$ cat src/rtl/seg_pkg.sv
package seg_pkg;
  localparam int unsigned CODE_W = 4;
  localparam int unsigned SEG_N  = 7;
  typedef logic [SEG_N-1:0] seg_t;
  localparam seg_t SEG_DARK = '0;
  localparam seg_t SEG_FULL = '1;
endpackage

$ cat src/rtl/seg_decode.sv
module seg_decode
  import seg_pkg::*;
#(
  parameter int unsigned CW = CODE_W
) (
  input  logic [CW-1:0] code_i,
  output seg_t          seg_o
);
  always_comb begin
    unique case (code_i)
      CW'(0):  seg_o = 7'h3F;
      CW'(1):  seg_o = 7'h06;
      CW'(2):  seg_o = 7'h5B;
      CW'(3):  seg_o = 7'h4F;
      CW'(4):  seg_o = 7'h66;
      CW'(5):  seg_o = 7'h6D;
      CW'(6):  seg_o = 7'h7D;
      CW'(7):  seg_o = 7'h07;
      CW'(8):  seg_o = 7'h7F;
      CW'(9):  seg_o = 7'h6F;
      default: seg_o = SEG_DARK; // non-decimal codes stay dark
    endcase
  end
endmodule

$ cat src/rtl/seg_hold.sv
module seg_hold
  import seg_pkg::*;
(
  input  logic clk_i,
  input  logic rst_ni,
  input  logic load_i,
  input  seg_t pat_i,
  output seg_t held_o
);
  seg_t held_q;

  always_ff @(posedge clk_i or negedge rst_ni) begin
    if (!rst_ni)     held_q <= SEG_DARK;
    else if (load_i) held_q <= pat_i;
  end

  assign held_o = held_q;


  hold_keep_chk: assert property (@(posedge clk_i) disable iff (!rst_ni)
    !load_i |=> $stable(held_q));
endmodule

$ cat src/rtl/seg_override.sv
module seg_override
  import seg_pkg::*;
(
  input  logic clk_i,
  input  logic rst_ni,
  input  logic test_ni,
  input  logic blank_ni,
  input  seg_t pat_i,
  output seg_t seg_o
);
  seg_t seg_d, seg_q;

  // lamp test outranks blanking
  always_comb begin
    if (!test_ni)       seg_d = SEG_FULL;
    else if (!blank_ni) seg_d = SEG_DARK;
    else                seg_d = pat_i;
  end

  always_ff @(posedge clk_i or negedge rst_ni) begin
    if (!rst_ni) seg_q <= SEG_DARK;
    else         seg_q <= seg_d;
  end

  assign seg_o = seg_q;


  lamp_full_chk: assert property (@(posedge clk_i) disable iff (!rst_ni)
    !test_ni |=> seg_q == SEG_FULL);

  blank_dark_chk: assert property (@(posedge clk_i) disable iff (!rst_ni)
    test_ni && !blank_ni |=> seg_q == SEG_DARK);
endmodule

$ cat src/rtl/seg_latch_decoder.sv
module seg_latch_decoder
  import seg_pkg::*;
(
  input  logic              clk_i,
  input  logic              rst_ni,
  input  logic [CODE_W-1:0] code_i,
  input  logic              latch_ni,
  input  logic              blank_ni,
  input  logic              test_ni,
  output logic [SEG_N-1:0]  seg_o
);
  seg_t dec_pat, held_pat, sel_pat;

  seg_decode #(.CW(CODE_W)) u_dec (
    .code_i (code_i),
    .seg_o  (dec_pat)
  );

  seg_hold u_hold (
    .clk_i  (clk_i),
    .rst_ni (rst_ni),
    .load_i (!latch_ni),
    .pat_i  (dec_pat),
    .held_o (held_pat)
  );

  // transparent path bypasses the register
  assign sel_pat = latch_ni ? held_pat : dec_pat;

  seg_override u_ovr (
    .clk_i    (clk_i),
    .rst_ni   (rst_ni),
    .test_ni  (test_ni),
    .blank_ni (blank_ni),
    .pat_i    (sel_pat),
    .seg_o    (seg_o)
  );


  hold_out_chk: assert property (@(posedge clk_i) disable iff (!rst_ni)
    test_ni && blank_ni && latch_ni && $past(test_ni && blank_ni && rst_ni)
      |=> $stable(seg_o));

  non_bcd_dark_chk: assert property (@(posedge clk_i) disable iff (!rst_ni)
    test_ni && blank_ni && !latch_ni && code_i > 4'd9 |=> seg_o == 7'h00);

  eight_full_chk: assert property (@(posedge clk_i) disable iff (!rst_ni)
    test_ni && blank_ni && !latch_ni && code_i == 4'd8 |=> seg_o == 7'h7F);
endmodule

$ cat config.mk
export PLATFORM = sky130hd
export DESIGN_NAME = seg_latch_decoder
export DESIGN_NICKNAME = d
export VERILOG_FILES = /design/src/rtl/seg_pkg.sv /design/src/rtl/seg_decode.sv /design/src/rtl/seg_hold.sv /design/src/rtl/seg_override.sv /design/src/rtl/seg_latch_decoder.sv
export SDC_FILE = /design/constraint.sdc
export NUM_CORES = 1
export LEC_CHECK = 0
export ABC_CLOCK_PERIOD_IN_PS = 1700
export BUFFER_PORTS_ARGS = -buffer_cell sky130_fd_sc_hd__clkbuf_2
export CORE_MARGIN = 1.5
export CORE_UTILIZATION = 36
export CTS_BUF_LIST = sky130_fd_sc_hd__clkbuf_8
export DETAILED_ROUTE_END_ITERATION = 6
export PLACE_DENSITY = 0.58
export SYNTH_ARGS = -nofsm -noshare
export SYNTH_HDL_FRONTEND = slang
export SYNTH_SLANG_ARGS = --single-unit
$ cat constraint.sdc
create_clock -name clk_i -period 1.7 [get_ports clk_i]
set_input_delay 0.51 -clock clk_i [delete_from_list [all_inputs] [get_ports clk_i]]
set_output_delay 0.51 -clock clk_i [all_outputs]
set_load 0.005 [all_outputs]
==> flow_metrics.py, run 1 <==
metrics = {
    "sta": {
        "setup_viol": 0,
        "hold-worst-slack_ns": 0.1516,
        "fin_crit_sh_pct": 77.40,
        "fin_tns_setup_ns": 0,
        "clock.fmax_ghz": 0.7600,
        "rsz0062_at_grt": "false",
        "clock_skew_ns": 0.0003561,
        "finalCriticalPeriod_ns": 1.316,
        "tightest_slew_ns": 0.3336,
        "drv_slew": 0,
        "hold_viol_final": 0,
        "max-slew-margin-rel_pct": 77.76,
    },
    "clock_tree": {
        "cts_root_buf": "clkbuf_8",
        "postCtsSetupBuffers": 0,
        "cts_buffers": 3,
        "cts_tree": "built",
        "clk_latency_ns": 0.25,
        "cts_sinks": 14,
        "hold_buffers": 0,
        "cts_resized": 0,
        "cts_buffer_depth": 2,
        "cts_max_level": 1,
        "path_clk_slew_ns": 0.05,
    },
    "routing": {
        "ant_nets": 0,
        "drcViolationCount": 0,
        "via_count": 568,
        "drt-total-wl_um": 1412,
        "vias_per_cell": 4.855,
        "drt_iter0_drc": 14,
        "wl_per_cell_um": 12.07,
        "drtPass1Iterations": 4,
    },
    "power": {
        "p_seq_share_pct": 48.2,
        "ir_worst_vdd_uv": 275.0,
        "leakagePower_uw": 0.0004245,
        "cell_internal_pwr_uw": 585.5,
        "p_per_area_nw_per_um2": 862.0,
        "p_comb_share_pct": 17.4,
        "clkPwrFrac_pct": 34.4,
        "p_sw_uw": 200.8,
        "p_sw_share_pct": 25.53,
    },
    "layout": {
        "final_nets": 106,
        "final_cells": 117,
        "n_antenna_cell": 0,
        "final_area_um2": 912.1,
        "fill_cells": 198,
        "area_growth_pct": 16.08,
        "final_util_pct": 45.56,
        "drive_above_1_share_pct": 31.11,
    },
    "placed_design": {
        "dpl.cell_count": 114,
        "hpwl_um": 1083,
        "gp_congestion": 0.7274,
        "port_buffers": 15,
        "place_area_um2": 870.8,
    },
    "setup_path": {
        "r2r_start": "u_hold.held_o[4]$_DFF_PN0_",
        "crit_type": "input port to flop",
        "crit_required_ns": 1.86,
        "rr_endpoint": "u_ovr.seg_o[4]$_DFF_PN0_",
        "critPathArrivalTime_ns": 1.47,
        "reg2reg_slack_ns": 0.96,
        "cp_max_fo": 6,
        "r2r_cells": 1,
        "start_kind": "input port",
        "cp-end-kind": "flop",
    },
    "floorplan": {
        "die_h_um": 49.72,
        "ios": 16,
        "core_area_um2": 2002,
        "dieArea_um2": 2472,
        "floorplan.initialDensity_pct": 39.25,
        "std_cell_rows": 16,
        "fp.dieW_um": 49.72,
    },
    "synthesis": {
        "synth_area_um2": 785.8,
        "synth_cells": 75,
        "synth_top_area_share_pct": 44.59,
        "synth_seq_area_share_pct": 44.59,
        "synth_most_common_cell": "dfrtp_1",
        "avgSynthCellArea_um2": 10.48,
        "synth_edf_count": 0,
        "synthTopCellsByArea": "dfrtp_1 (45%), ha_1 (8.0%), nand2b_1 (4.0%)",
        "synth.net_count": 89,
        "yosys_most_used_dff": "dfrtp_1",
        "synth-seq-cells": 14,
        "ys_async_sr_fraction_pct": 100.0,
        "synth_top_area_cell": "dfrtp_1",
        "yosysUniqueCellTypes": 29,
        "yosysWarnings": 0,
    },
    "grt": {
        "grt-ovfl-total": 0,
        "grt_max_degree": 15,
        "grt_usage_pct": 13.03,
        "grt_pass1_wl_um": 2366,
        "grt_pass1_vias": 503,
        "antenna_found_initial": 0,
    },
    "job": {
        "cap_viol_max_count": 0,
    },
    "outcome": {
        "status": "finished, final reports clean",
    },
    "hold_path": {
        "min-delay-path-class": "input port to asynchronous set/reset pin",
    },
}
-- worst max path at each step --
stage	slack [ns]	start	end	cells past startpoint
floorplan	0.36	code_i[0]	u_ovr.seg_o[4]$_DFF_PN0_	5
global placement	0.16	code_i[1]	u_ovr.seg_o[1]$_DFF_PN0_	6
detailed placement	0.14	code_i[1]	u_ovr.seg_o[1]$_DFF_PN0_	6
CTS	0.38	code_i[1]	u_ovr.seg_o[1]$_DFF_PN0_	6
global route	0.30	code_i[1]	u_ovr.seg_o[1]$_DFF_PN0_	6
finish	0.38	code_i[1]	u_ovr.seg_o[1]$_DFF_PN0_	6
-- placed cells by master, fill, tap and decap left out, types with 2 or more instances in the layout --
cell type / n
dfrtp_1: 14
ha_1: 5
nor2_1: 5
o21ai_0: 5
nand2b_1: 5
a21o_1: 2
nor2b_1: 3
nand2_1: 3
inv_1: 5
o21ai_1: 2
clkbuf_8: 3
a21oi_2: 2
a21oi_1: 4
a2bb2oi_1: 2
a31oi_1: 2
nand2b_4: 2
clkbuf_2: 15
-- power groups by stage --
stage,combinational (uW),clock (uW),sequential (uW)
after global placement,135,0,385
after global routing,154,290,382
final,137,271,379
after detailed placement,137,0,385
after floorplan,88.8,0,386
after CTS,138,267,379
-- cell families (layout without fill, tap and decap cells) --
family / after synthesis / count (layout) / synth area share (%)
fa+ha+maj: 5 / 5 / 7.962
flops: 14 / 14 / 44.59
buf+inv: 9 / 24 / 5.891
simple gates: 23 / 23 / 19.43
compound gates: 24 / 24 / 22.13
-- per-layer routing --
metal  global-route usage, %  up-vias  wire length [um]
li1                        -      289                 -
met4                   9.722        0                46
met1                   18.85      254               704
met5                       0        -                 0
met2                   17.33       20               611
met3                   1.818        5                50
-- through the flow --
| stage | total power (uW) | setup slack [ns] |
|---|---|---|
| floorplan | 474.5 | 0.3629 |
| global placement | 520.2 | 0.1641 |
| detailed placement | 522.3 | 0.1350 |
| CTS | 784.2 | 0.3793 |
| global route | 826.4 | 0.2959 |
| finish | 786.3 | 0.3841 |
-- critical path, cell delays in order --
cell and delay (ns):
clkbuf_2 0.15, inv_1 0.09, ha_1 0.30, nor2_1 0.13
nor3_2 0.06, o31ai_2 0.22
-- sequential cells by signal (all words and copies together) (netlist names) --
name,cells
u_hold.held_o,7
u_ovr.seg_o,7
-- final cells by class --
class	instances	area, um^2	area share, %
well taps	27	33.78	3.704
flip-flops and latches	14	350.3	38.41
multi-input cells	52	389.1	42.66
repair buffers	15	75.07	8.230
inverters	6	22.52	2.469
clock buffers	3	41.29	4.527
(Power assumes the default switching activity.)
==> run 2, diff against run 1 <==
ABC_CLOCK_PERIOD_IN_PS = 1100   (was 1700)
PLACE_DENSITY = 0.6   (was 0.58)
clock period = 1.1 ns   (was 1.7 ns; I/O delays follow)
==> run 2 against run 1 <==
Worst setup slack got worse by 0.34 ns. Critical path depth stayed put. Clock skew hardly changed. First-iteration DRC count is 29% lower. Sequential cell count unchanged. Die area did not move. Global-route usage increased by 2.0 points. Final area grew 19%. Hold slack improved by 0.21 ns. Via count grew 9.9%.
==> flow_metrics.py, run 2 (same netlist as run 1, synthesis figures left out) <==
metrics = {
    "floorplan": {
        "core_area_um2": 2002,
        "ios": 16,
        "fp.dieW_um": 49.72,
        "std_cell_rows": 16,
        "floorplan.initialDensity_pct": 39.25,
        "die_h_um": 49.72,
        "dieArea_um2": 2472,
    },
    "sta": {
        "clock.fmax_ghz": 0.9428,
        "clock_skew_ns": 0.0004074,
        "hold_viol_final": 0,
        "fin_crit_sh_pct": 96.43,
        "max-slew-margin-rel_pct": 77.46,
        "tightest_slew_ns": 0.3380,
        "setup_viol": 0,
        "finalCriticalPeriod_ns": 1.061,
        "drv_slew": 0,
        "fin_tns_setup_ns": 0,
    },
    "layout": {
        "final_area_um2": 1085,
        "final_nets": 119,
        "area_growth_pct": 38.06,
        "drive_above_1_share_pct": 46.15,
        "n_antenna_cell": 0,
        "final_cell_mix": "buf_4 (14), dfrtp_1 (14), clkbuf_2 (13)",
        "final_cells": 131,
    },
    "clock_tree": {
        "cts_sinks": 14,
        "clk_latency_ns": 0.24,
        "cts_buffers": 3,
        "cts_max_level": 1,
        "postCtsSetupBuffers": 0,
        "cts_buffer_depth": 2,
        "cts_root_buf": "clkbuf_8",
        "cts_tree": "built",
        "path_clk_slew_ns": 0.06,
    },
    "placed_design": {
        "dpl.cell_count": 126,
        "place_area_um2": 975.9,
        "hpwl_um": 1238,
        "port_buffers": 15,
        "gp_congestion": 0.8148,
    },
    "routing": {
        "drt-total-wl_um": 1619,
        "drtPass1Iterations": 4,
        "drcViolationCount": 0,
        "vias_per_cell": 4.763,
        "drt_iter0_drc": 10,
        "via_count": 624,
        "ant_nets": 0,
        "wl_per_cell_um": 12.36,
    },
    "grt": {
        "grt_pass1_vias": 622,
        "grt_max_degree": 15,
        "grt_pass1_wl_um": 2746,
        "grt_usage_pct": 15.00,
        "grt-ovfl-total": 0,
        "antenna_found_initial": 0,
    },
    "power": {
        "ir_worst_vdd_uv": 507.4,
        "p_sw_uw": 336.2,
        "p_per_area_nw_per_um2": 1250,
        "leakagePower_uw": 0.0004955,
        "p_seq_share_pct": 43.3,
        "cell_internal_pwr_uw": 1019,
        "clkPwrFrac_pct": 36.8,
        "p_total_uw": 1356,
        "p_comb_share_pct": 19.9,
        "p_sw_share_pct": 24.80,
    },
    "setup_path": {
        "cp-end-kind": "flop",
        "start_kind": "input port",
        "crit_required_ns": 1.22,
        "crit_type": "input port to flop",
        "critPathArrivalTime_ns": 1.19,
        "cp_max_fo": 4,
        "reg2reg_slack_ns": 0.36,
    },
    "job": {
        "cap_viol_max_count": 0,
    },
    "hold_path": {
        "min-delay-path-class": "input port to flop",
    },
    "outcome": {
        "status": "finished, final reports clean",
    },
}
-- run 2: through the flow --
| stage | util, % | setup WS, ns | hold WS, ns |
|---|---|---|---|
| finish | 54.19 | 0.03931 | 0.3592 |
| global route | 54.19 | -0.008992 | 0.3863 |
| CTS | 52.75 | 0.02400 | 0.3492 |
| detailed placement | 48.75 | -0.2889 | 0.2497 |
| global placement | 48.75 | -0.2446 | 0.2439 |
| floorplan | - | 0.001927 | 0.03441 |
-- run 2: layout make-up --
type / instances / area, um^2
sequential: 14 / 350.3
timing repair buffer: 28 / 180.2
fill: 187 / 917.1
multi-input combinational: 52 / 440.4
clock buffer: 4 / 55.05
tap: 27 / 33.78
inverter: 6 / 25.02
-- run 2: power groups by stage --
| stage | sequential (uW) | clock, uW | combinational, uW |
|---|---|---|---|
| after floorplan | 596 | 0 | 139 |
| after global placement | 596 | 0 | 245 |
| after detailed placement | 596 | 0 | 251 |
| after CTS | 587 | 509 | 260 |
| after global routing | 593 | 528 | 300 |
| final | 587 | 499 | 270 |
-- run 2: timing repair --
item	CTS	global route
gates resized for setup	3	8
endpoints found under the setup margin	1	7
pin swaps	2	4
endpoints found under the hold margin	14	0
hold buffers	1	0
-- run 2: worst max-delay path, stage by stage --
cell and delay, ns:
buf_4 0.13, inv_2 0.08, ha_1 0.19, nand2b_4 0.06
a211oi_2 0.27, o21ai_1 0.10
-- run 2: path summary, 6_finish.rpt --
| kind | end | cells after the start | from |
|---|---|---|---|
| setup / recovery | u_ovr.seg_o[0]$_DFF_PN0_ | 6 | code_i[1] |
| hold / removal | u_ovr.seg_o[0]$_DFF_PN0_ | 3 | blank_ni |
| setup reg to reg | u_ovr.seg_o[4]$_DFF_PN0_ | 1 | u_hold.held_o[4]$_DFF_PN0_ |
| hold reg to reg | u_hold.held_o[1]$_DFF_PN0_ | 2 | u_hold.held_o[1]$_DFF_PN0_ |
| max in group asynchronous | u_hold.held_o[4]$_DFF_PN0_ | 2 | rst_ni |
| min in group asynchronous | u_hold.held_o[2]$_DFF_PN0_ | 2 | rst_ni |
-- run 2: per-layer routing --
metal  GRT usage [%]  vias to the layer above  routed length [um]
met5               0                        -                   0
met4           11.11                        0                  31
met3           2.121                        2                  60
met2           23.56                       17                 765
met1           18.58                      289                 762
li1                -                      316                   -
